`config.mk`:
```
export PLATFORM = sky130hd
export DESIGN_NAME = gate_seq
export DESIGN_NICKNAME = d
export VERILOG_FILES = /design/src/rtl/gate_seq_pkg.sv /design/src/rtl/gate_seq_sync.sv /design/src/rtl/gate_seq_timer.sv /design/src/rtl/gate_seq_fsm.sv /design/src/rtl/gate_seq.sv
export SDC_FILE = /design/constraint.sdc
export NUM_CORES = 1
export LEC_CHECK = 0
export ABC_AREA = 1
export BUFFER_PORTS_ARGS = -buffer_cell sky130_fd_sc_hd__buf_2
export CORE_ASPECT_RATIO = 2
export CORE_UTILIZATION = 40
export DETAILED_ROUTE_END_ITERATION = 10
export SLEW_MARGIN = 20
export SYNTH_ARGS = -nofsm -noshare
export SYNTH_HDL_FRONTEND = slang
export SYNTH_SLANG_ARGS = --single-unit
```
`constraint.sdc`:
```
create_clock -name clk -period 2.1 [get_ports clk]
set_input_delay 0.105 -clock clk [delete_from_list [all_inputs] [get_ports clk]]
set_output_delay 0.105 -clock clk [all_outputs]
set_load 0.02 [all_outputs]
```
`src/rtl/gate_seq_pkg.sv`:
```
package gate_seq_pkg;

   typedef enum logic [1:0] {
      LVL_MID  = 2'd0,
      LVL_LOW  = 2'd1,
      LVL_HIGH = 2'd2
   } pwm_lvl_t;

   typedef enum logic [2:0] {
      ST_IDLE    = 3'd0,
      ST_HS_WAIT = 3'd1,
      ST_HS_ON   = 3'd2,
      ST_LS_WAIT = 3'd3,
      ST_LS_ON   = 3'd4,
      ST_LS_PARK = 3'd5,
      ST_SHDN    = 3'd6
   } seq_state_t;

   function automatic pwm_lvl_t decode_lvl(input logic above, input logic below);
      if (above && !below)      return LVL_HIGH;
      else if (below && !above) return LVL_LOW;
      else                      return LVL_MID;
   endfunction

endpackage

```
`src/rtl/gate_seq_sync.sv`:
```
module gate_seq_sync #(
   parameter int W      = 1,
   parameter int STAGES = 2
) (
   input  logic         clk,
   input  logic         rst_n,
   input  logic [W-1:0] d,
   output logic [W-1:0] q
);
   logic [W-1:0] chain [STAGES];

   for (genvar s = 0; s < STAGES; s++) begin : g_stage
      if (s == 0) begin : g_first
         always_ff @(posedge clk or negedge rst_n) begin
            if (!rst_n) chain[0] <= '0;
            else        chain[0] <= d;
         end
      end else begin : g_next
         always_ff @(posedge clk or negedge rst_n) begin
            if (!rst_n) chain[s] <= '0;
            else        chain[s] <= chain[s-1];
         end
      end
   end

   assign q = chain[STAGES-1];
endmodule

```
`src/rtl/gate_seq_timer.sv`:
```
module gate_seq_timer #(
   parameter int LIMIT = 4
) (
   input  logic clk,
   input  logic rst_n,
   input  logic clr,
   input  logic en,
   output logic done
);
   if (LIMIT <= 1) begin : g_none
      wire unused_tie = &{1'b0, clk, rst_n, clr, en};
      assign done = 1'b1;
   end else begin : g_cnt
      localparam int CW = $clog2(LIMIT);
      localparam logic [CW-1:0] LAST = CW'(LIMIT - 1);
      logic [CW-1:0] cnt;

      always_ff @(posedge clk or negedge rst_n) begin
         if (!rst_n)             cnt <= '0;
         else if (clr)           cnt <= '0;
         else if (en && !done)   cnt <= cnt + 1'b1;
      end

      assign done = (cnt == LAST);
   end
endmodule

```
`src/rtl/gate_seq_fsm.sv`:
```
module gate_seq_fsm
   import gate_seq_pkg::*;
(
   input  logic     clk,
   input  logic     rst_n,
   input  pwm_lvl_t lvl,
   input  logic     lg_low,
   input  logic     ug_low,
   input  logic     zc,
   input  logic     fccm,
   input  logic     pok,
   input  logic     shdn_go,
   input  logic     min_done,
   output logic     ls_on,
   output logic     ug_en,
   output logic     lg_en
);
   seq_state_t st, nxt;

   always_comb begin
      nxt = st;
      if (!pok)         nxt = ST_IDLE;
      else if (shdn_go) nxt = ST_SHDN;
      else begin
         unique case (st)
            ST_IDLE, ST_SHDN: begin
               if (lvl == LVL_HIGH)     nxt = ST_HS_WAIT;
               else if (lvl == LVL_LOW) nxt = ST_LS_WAIT;
            end
            ST_HS_WAIT: begin
               if (lvl == LVL_LOW)                nxt = ST_LS_WAIT;
               else if (lvl == LVL_HIGH && lg_low) nxt = ST_HS_ON;
            end
            ST_HS_ON: begin
               if (lvl == LVL_LOW) nxt = ST_LS_WAIT;
            end
            ST_LS_WAIT: begin
               if (lvl == LVL_HIGH)               nxt = ST_HS_WAIT;
               else if (lvl == LVL_LOW && ug_low) nxt = ST_LS_ON;
            end
            ST_LS_ON: begin
               if (lvl == LVL_HIGH)                nxt = ST_HS_WAIT;
               else if (!fccm && zc && min_done)   nxt = ST_LS_PARK;
            end
            ST_LS_PARK: begin
               if (lvl == LVL_HIGH)             nxt = ST_HS_WAIT;
               else if (lvl == LVL_LOW && fccm) nxt = ST_LS_WAIT;
            end
            default: nxt = ST_IDLE;
         endcase
      end
   end

   always_ff @(posedge clk or negedge rst_n) begin
      if (!rst_n) st <= ST_IDLE;
      else        st <= nxt;
   end

   assign ls_on = (st == ST_LS_ON);
   assign ug_en = (st == ST_HS_ON);
   assign lg_en = (st == ST_LS_ON);
endmodule

```
`src/rtl/gate_seq.sv`:
```
module gate_seq
   import gate_seq_pkg::*;
#(
   parameter int SYNC_STAGES = 2,
   parameter int HOLDOFF_CYC = 32,
   parameter int MIN_ON_CYC  = 80
) (
   input  logic clk,
   input  logic rst_n,
   input  logic pwm_hi_flag,
   input  logic pwm_lo_flag,
   input  logic lg_low_flag,
   input  logic ug_low_flag,
   input  logic zero_cur_flag,
   input  logic force_ccm,
   input  logic supply_ok,
   output logic ug_en,
   output logic lg_en
);
   localparam int NIN = 7;

   if (SYNC_STAGES < 2) begin : g_bad_sync
      $error("gate_seq: SYNC_STAGES must be at least 2");
   end
   if (HOLDOFF_CYC < 1) begin : g_bad_hold
      $error("gate_seq: HOLDOFF_CYC must be at least 1");
   end
   if (MIN_ON_CYC < 1) begin : g_bad_minon
      $error("gate_seq: MIN_ON_CYC must be at least 1");
   end

   logic [NIN-1:0] raw_in, syn_in;
   logic pwm_hi_s, pwm_lo_s, lg_low_s, ug_low_s, zc_s, fccm_s, pok_s;
   pwm_lvl_t lvl;
   logic mid, hold_done, min_done, ls_on, shdn_go;

   assign raw_in = {pwm_hi_flag, pwm_lo_flag, lg_low_flag, ug_low_flag,
                    zero_cur_flag, force_ccm, supply_ok};

   gate_seq_sync #(.W(NIN), .STAGES(SYNC_STAGES)) u_sync (
      .clk(clk), .rst_n(rst_n), .d(raw_in), .q(syn_in)
   );

   assign {pwm_hi_s, pwm_lo_s, lg_low_s, ug_low_s, zc_s, fccm_s, pok_s} = syn_in;
   assign lvl = decode_lvl(pwm_hi_s, pwm_lo_s);
   assign mid = (lvl == LVL_MID);

   gate_seq_timer #(.LIMIT(HOLDOFF_CYC)) u_holdoff (
      .clk(clk), .rst_n(rst_n), .clr(!mid), .en(mid), .done(hold_done)
   );

   gate_seq_timer #(.LIMIT(MIN_ON_CYC)) u_minon (
      .clk(clk), .rst_n(rst_n), .clr(!ls_on), .en(ls_on), .done(min_done)
   );

   assign shdn_go = mid & hold_done;

   gate_seq_fsm u_fsm (
      .clk(clk), .rst_n(rst_n), .lvl(lvl),
      .lg_low(lg_low_s), .ug_low(ug_low_s), .zc(zc_s), .fccm(fccm_s),
      .pok(pok_s), .shdn_go(shdn_go), .min_done(min_done),
      .ls_on(ls_on), .ug_en(ug_en), .lg_en(lg_en)
   );
endmodule

```
==> metrics.json, run 1 <==
{
  "status": "complete, no violations",
  "grt_first_pass_wirelength_um": 4810,
  "groute.layer.met3.usage": 0.0306,
  "unrepaired_setup_endpoints_after_global_routing": "false",
  "initial_antenna_violation_count": 0,
  "tightestPinTransition_ns": 0.641,
  "critPathMaxFanout": 4,
  "yosys.area.top_type": "sky130_fd_sc_hd__dfrtp_1",
  "synthesis.instances": 172,
  "max_freq_ghz": 0.598,
  "crit_slowest_cell": "sky130_fd_sc_hd__dfrtp_1",
  "setup_viol": 0,
  "critPathCaptureType": "register",
  "layout.nets": 213,
  "synth_warnings": 0,
  "worst_skew_pair.late_latency_ns": 0.27,
  "drc": 0,
  "layout.cells.most_common_list": "38 x sky130_fd_sc_hd__nand2_1, 29 x sky130_fd_sc_hd__dfrtp_1, 22 x sky130_fd_sc_hd__inv_1",
  "power_leakage_nw": 0.881,
  "clk_pin_slew_worst_paths_ns": 0.06,
  "area_overhead_vs_synth_pct": 20.2,
  "drt_wl_cell_um": 11.4,
  "list_of_cells_traversed_by_the_critical_path": "ha_1 -> nand2_1 -> nor2_1 -> ha_1 -> nand2_1 -> nand2_1 -> inv_1 -> nand3_1 -> o21ai_0 -> inv_1 -> nand2_1",
  "fp.dieArea_sq_um": 3980,
  "post_synth.cell_area_avg_sq_um": 8.65,
  "route.detailed.vias_per_inst": 4.73,
  "busiest_layer": "met2",
  "post-route-min-period_ns": 1.67,
  "postLayoutCoreUtil": 0.501,
  "ys_ff_latch": 29,
  "pwr_density_cell_nw_per_um2": 910,
  "groute.usage.overall": 0.172,
  "layout_commonest_cell": "sky130_fd_sc_hd__nand2_1",
  "startpoint_type": "register",
  "tritoncts_clock_tree": "yes",
  "global_route.overflow_total": 0,
  "syn-cell-area_sq_um": 1490,
  "clock_skew_ns": 0.00433,
  "dr.first_iter.drc_count": 10,
  "die_y_um": 88.2,
  "die_w_um": 45.1,
  "seq_area_frac_synth": 0.488,
  "num_io_pins": 11,
  "dp_hpwl_um": 2200,
  "start_util": 0.417,
  "drt-total-wl_um": 2810,
  "crit_required_ns": 2.32,
  "origin_of_the_worst_min_delay_path": "u_sync.chain[7]",
  "grt_start_max_net_pins": 30,
  "clk_path_buf_depth": 2,
  "max_cap_viol_count": 0,
  "via_count_of_the_first_global_routing_pass": 1178,
  "postCtsResizedCells": 0,
  "hold_viol_final": 0,
  "core_area_sq_um": 3570,
  "grt_util_met2": 0.320,
  "antenna_cells": 0,
  "dr.pass1.iters": 4,
  "regToRegStartpoint": "u_holdoff.g_cnt.cnt[0]",
  "place_congestion": 0.831,
  "row_count": 31,
  "sum_of_negative_setup_slack_ns": 0,
  "htreeDepth": 2,
  "timing.critical_path.from": "u_holdoff.g_cnt.cnt[0]",
  "synthesis.nets": 189,
  "timing_worst_setup_path_type": "register to register",
  "root_buffer": "sky130_fd_sc_hd__clkbuf_8",
  "clock_sink_count": 29,
  "post-cts-setup-buffer-count": 0,
  "finalMaxSlewViolations": 0,
  "final_layout_size_suffix_gt1_frac": 0.178,
  "cp_slowest_stage_delay_ns": 0.41,
  "timing.hold.worst.class": "register to register",
  "relSlewSlack": 0.573,
  "synth_top_area_frac": 0.488,
  "vdd_ir_drop_max_v": 0.000723,
  "met1_usage": 0.161,
  "filler_cell_count": 365,
  "port_buffers": 10,
  "critPathMostFrequentCell": "sky130_fd_sc_hd__nand2_1",
  "setup.reg_to_reg.worst_slack_ns": 0.43,
  "synth.top_cells.by_area": "sky130_fd_sc_hd__dfrtp_1 49%, sky130_fd_sc_hd__nand2_1 9.6%, sky130_fd_sc_hd__ha_1 6.7%, sky130_fd_sc_hd__inv_1 5.6%, sky130_fd_sc_hd__nand3_1 5.0%",
  "synth_cell_type_count": 23,
  "worst_path_arrival_time_ns": 1.89,
  "drt.antenna.violating_nets": 0,
  "timing.final.crit_share": 0.796,
  "cts_inserted_buffers": 5,
  "dr_total_vias": 1164
}
==> final cells by class <==
class,instances,area [sq um],area share
Multi-Input combinational cell,117,654,0.366
Sequential cell,29,726,0.406
Clock buffer,6,82.6,0.0462
Inverter,25,96.3,0.0539
Timing Repair Buffer,18,130,0.0728
Clock inverter,2,37.5,0.0210
Tap cell,49,61.3,0.0343
==> per-layer routing <==
layer / wire, um / part of all wire
met4: 87 / 0.031
met3: 37 / 0.013
met1: 1040 / 0.37
met5: 0 / 0
met2: 1640 / 0.58
==> metrics by stage <==
stage                     total power, W  instance area [sq um]  worst slack (ns)  hold slack, ns  cells
after floorplan                 0.000950                   1490             0.563          -0.191    172
after global placement           0.00103                   1590             0.491           0.153    230
after detailed placement         0.00103                   1590             0.449           0.169    230
after CTS                        0.00165                   1790             0.431           0.350    246
after global routing             0.00171                   1790             0.330           0.352    246
final                            0.00163                   1790             0.429           0.348    246
==> Yosys cell counts <==
master                     count
sky130_fd_sc_hd__nand3_1      15
sky130_fd_sc_hd__inv_1        22
sky130_fd_sc_hd__a21boi_2      1
sky130_fd_sc_hd__ha_1          8
sky130_fd_sc_hd__dfrtp_1      29
sky130_fd_sc_hd__nand2_1      38
sky130_fd_sc_hd__nand3b_1      1
sky130_fd_sc_hd__o221ai_1      1
sky130_fd_sc_hd__nand3_2       2
sky130_fd_sc_hd__inv_2         2
sky130_fd_sc_hd__nor3_4        1
sky130_fd_sc_hd__a21oi_1       7
sky130_fd_sc_hd__o21ai_0       9
sky130_fd_sc_hd__buf_6         1
sky130_fd_sc_hd__nand4_1       3
sky130_fd_sc_hd__inv_4         1
sky130_fd_sc_hd__nand3_4       1
sky130_fd_sc_hd__nor3_1        3
sky130_fd_sc_hd__nor4_1        1
sky130_fd_sc_hd__nand2_2       4
sky130_fd_sc_hd__nor2_1       17
sky130_fd_sc_hd__nor2_2        2
sky130_fd_sc_hd__nor2_4        3
==> worst max-delay path: cells and delay by family (launching register included) <==
kind | cells | cell delay (ns)
AO/OA/AOI/OAI | 1 | 0.16
buffers and inverters | 2 | 0.18
AND/OR/NAND/NOR | 6 | 0.45
adder cells (fa/ha/maj) | 2 | 0.42
flip-flops | 1 | 0.41
==> sequential cells by signal, summed over array words and instances, names as in the netlist <==
register	count
u_sync.q	7
u_minon.g_cnt.cnt	7
u_holdoff.g_cnt.cnt	5
u_sync.chain	7
u_fsm.st	3
==> path summary, 6_finish.rpt <==
path	end	depth (start not counted)
min	u_sync.q[0]	0
max in group asynchronous	u_minon.g_cnt.cnt[2]	2
max	u_fsm.st[2]	11
min in group asynchronous	u_holdoff.g_cnt.cnt[3]	2
min reg2reg	u_sync.q[0]	0
max reg2reg	u_fsm.st[2]	11
==> cell families after synthesis <==
family / share of synthesized area
AND/OR/NAND/NOR: 0.305
flip-flops: 0.488
buffers and inverters: 0.0723
AO/OA/AOI/OAI: 0.0673
adder cells (fa/ha/maj): 0.0673
==> repair_timing <==
item                                    CTS  global route
hold buffers                              8             0
endpoints found under the setup margin    0             0
endpoints found under the hold margin    36             0
==> where the power goes <==
group | leakage, nW | switching, W | internal (W) | total (W)
sequential | 0.368 | 0.0000518 | 0.000601 | 0.000652
clock | 0.0574 | 0.000208 | 0.000385 | 0.000594
combinational | 0.455 | 0.000241 | 0.000139 | 0.000381
total | 0.881 | 0.000501 | 0.00113 | 0.00163
Note: power is estimated with default switching activity, not from simulation.
==> run 2: changes to the inputs <==
==> constraint.sdc (replaced) <==
create_clock -name clk -period 1.75 [get_ports clk]
set_input_delay 0.0875 -clock clk [delete_from_list [all_inputs] [get_ports clk]]
set_output_delay 0.0875 -clock clk [all_outputs]
set_load 0.02 [all_outputs]
==> run 2 against run 1 <==
  * Power increased by 20%
  * Critical endpoint is now u_fsm.st[0]
  * Clock power increased by 20%
  * Wire length decreased by 0.61%
  * Cell count unchanged
  * Hold slack got worse by 0.0020 ns
==> metrics.json, run 2 (synthesis gave the netlist of run 1 again) <==
{
  "root_buffer": "sky130_fd_sc_hd__clkbuf_8",
  "critPathCaptureType": "register",
  "cp_slowest_stage_delay_ns": 0.40,
  "num_io_pins": 11,
  "switching_share": 0.307,
  "critPathBufInv": 1,
  "drt.antenna.violating_nets": 0,
  "grt_start_max_net_pins": 30,
  "list_of_cells_traversed_by_the_critical_path": "ha_1 -> nand2_1 -> nor2_1 -> ha_1 -> nand2_1 -> nand2_1 -> inv_2 -> nand4_1 -> a21boi_2",
  "via_count_of_the_first_global_routing_pass": 1167,
  "dr_total_vias": 1177,
  "timing.hold.worst.class": "register to register",
  "vdd_ir_drop_max_v": 0.000876,
  "power_leakage_nw": 0.880,
  "relSlewSlack": 0.573,
  "worst_path_top_cell_family_by_delay": "simple AND/OR/NAND/NOR gates",
  "final_layout_size_suffix_gt1_frac": 0.183,
  "worst_skew_pair.late_latency_ns": 0.27,
  "htreeDepth": 2,
  "global_route.overflow_total": 0,
  "timing_worst_setup_path_type": "register to register",
  "filler_cell_count": 366,
  "tritoncts_clock_tree": "yes",
  "drc": 0,
  "die_y_um": 88.2,
  "layout.cell_area.non_filler_sq_um": 1790,
  "unrepaired_setup_endpoints_after_global_routing": "false",
  "cts_inserted_buffers": 5,
  "start_util": 0.417,
  "grt_first_pass_wirelength_um": 4660,
  "max_freq_ghz": 0.613,
  "layout.cells.most_common_list": "38 x sky130_fd_sc_hd__nand2_1, 29 x sky130_fd_sc_hd__dfrtp_1, 21 x sky130_fd_sc_hd__inv_1",
  "postLayoutCoreUtil": 0.501,
  "tightestPinTransition_ns": 0.640,
  "route.detailed.vias_per_inst": 4.78,
  "clk_path_buf_depth": 2,
  "placed_area_sq_um": 1590,
  "dp_hpwl_um": 2180,
  "clk_pin_slew_worst_paths_ns": 0.06,
  "dr.first_iter.drc_count": 3,
  "place_congestion": 0.831,
  "max_cap_viol_count": 0,
  "antenna_cells": 0,
  "setup_viol": 0,
  "post_route_hold_slack_ns": 0.346,
  "dr.pass1.iters": 4,
  "finalMaxSlewViolations": 0,
  "clkPwrFrac": 0.365,
  "post-route-min-period_ns": 1.63,
  "power.sequential.fraction": 0.402,
  "drt_wl_cell_um": 11.3,
  "area_overhead_vs_synth_pct": 20.2,
  "pwr_density_cell_nw_per_um2": 1090,
  "p_sw_w": 0.000598,
  "layout.nets": 213,
  "clock_sink_count": 29,
  "hold_viol_final": 0,
  "core_area_sq_um": 3570,
  "critPathMaxFanout": 4,
  "worst_path_arrival_time_ns": 1.80,
  "die_w_um": 45.1,
  "groute.usage.overall": 0.167,
  "row_count": 31,
  "status": "complete, no violations",
  "sum_of_negative_setup_slack_ns": 0,
  "initial_antenna_violation_count": 0,
  "crit_slowest_cell": "sky130_fd_sc_hd__dfrtp_1",
  "crit_required_ns": 1.92,
  "comb_power_share": 0.234,
  "timing.final.crit_share": 0.932,
  "port_buffers": 10,
  "startpoint_type": "register",
  "critPathMostFrequentCell": "sky130_fd_sc_hd__nand2_1",
  "drt-total-wl_um": 2790,
  "fp.dieArea_sq_um": 3980,
  "internal_power_consumption_w": 0.00135,
  "clock_skew_ns": 0.00402,
  "layout_commonest_cell": "sky130_fd_sc_hd__nand2_1"
}
## run 2: worst paths after layout
kind	to	cells after the start	from	slack, ns
min in group asynchronous	u_holdoff.g_cnt.cnt[3]	2	rst_n	0.37
max in group asynchronous	u_sync.chain[8]	2	rst_n	0.96
worst min register to register	u_sync.q[0]	0	u_sync.chain[7]	0.35
worst min-delay path	u_sync.q[0]	0	u_sync.chain[7]	0.35
worst max-delay path	u_fsm.st[0]	9	u_holdoff.g_cnt.cnt[0]	0.12
worst max register to register	u_fsm.st[0]	9	u_holdoff.g_cnt.cnt[0]	0.12
## run 2: power groups by stage
stage	logic [W]	clock network [W]	registers (W)
4_1_cts	0.000461	0.000733	0.000782
3_5_place_dp	0.000445	0	0.000794
2_1_floorplan	0.000371	0	0.000769
5_1_grt	0.000513	0.000751	0.000790
6_report	0.000455	0.000710	0.000782
3_3_place_gp	0.000440	0	0.000792
## run 2: final cells by class
class	instances	area, sq um	share of cell area
clock buffers	6	82.6	0.0462
repair buffers	18	130	0.0728
flip-flops and latches	29	726	0.406
multi-input cells	117	654	0.366
clock inverters	2	37.5	0.0210
inverters	25	96.3	0.0539
well taps	49	61.3	0.0343
## run 2: layer usage
metal / global-route usage / routed length [um] / share of wire / vias to the layer above
met5: 0 / 0 / 0 / -
met4: 0.116 / 108 / 0.039 / 0
met3: 0.0347 / 48 / 0.017 / 8
met2: 0.311 / 1600 / 0.58 / 15
met1: 0.150 / 1030 / 0.37 / 553
li1: - / - / - / 601
## run 2: through the flow
stage          worst slack [ns]  total power [W]  instances
6_report                  0.119          0.00195        246
5_1_grt                  0.0132          0.00205        246
4_1_cts                  0.0854          0.00198        246
3_5_place_dp              0.100          0.00124        230
3_3_place_gp              0.141          0.00123        230
2_1_floorplan             0.213          0.00114        172
## run 2: repair_timing
action / 4_1_cts / 5_1_grt
endpoints found under the setup margin: 0 / 1
hold buffers: 8 / 0
resized for setup: 0 / 1
buffers inserted: 0 / 0
hold endpoints to repair: 36 / 0
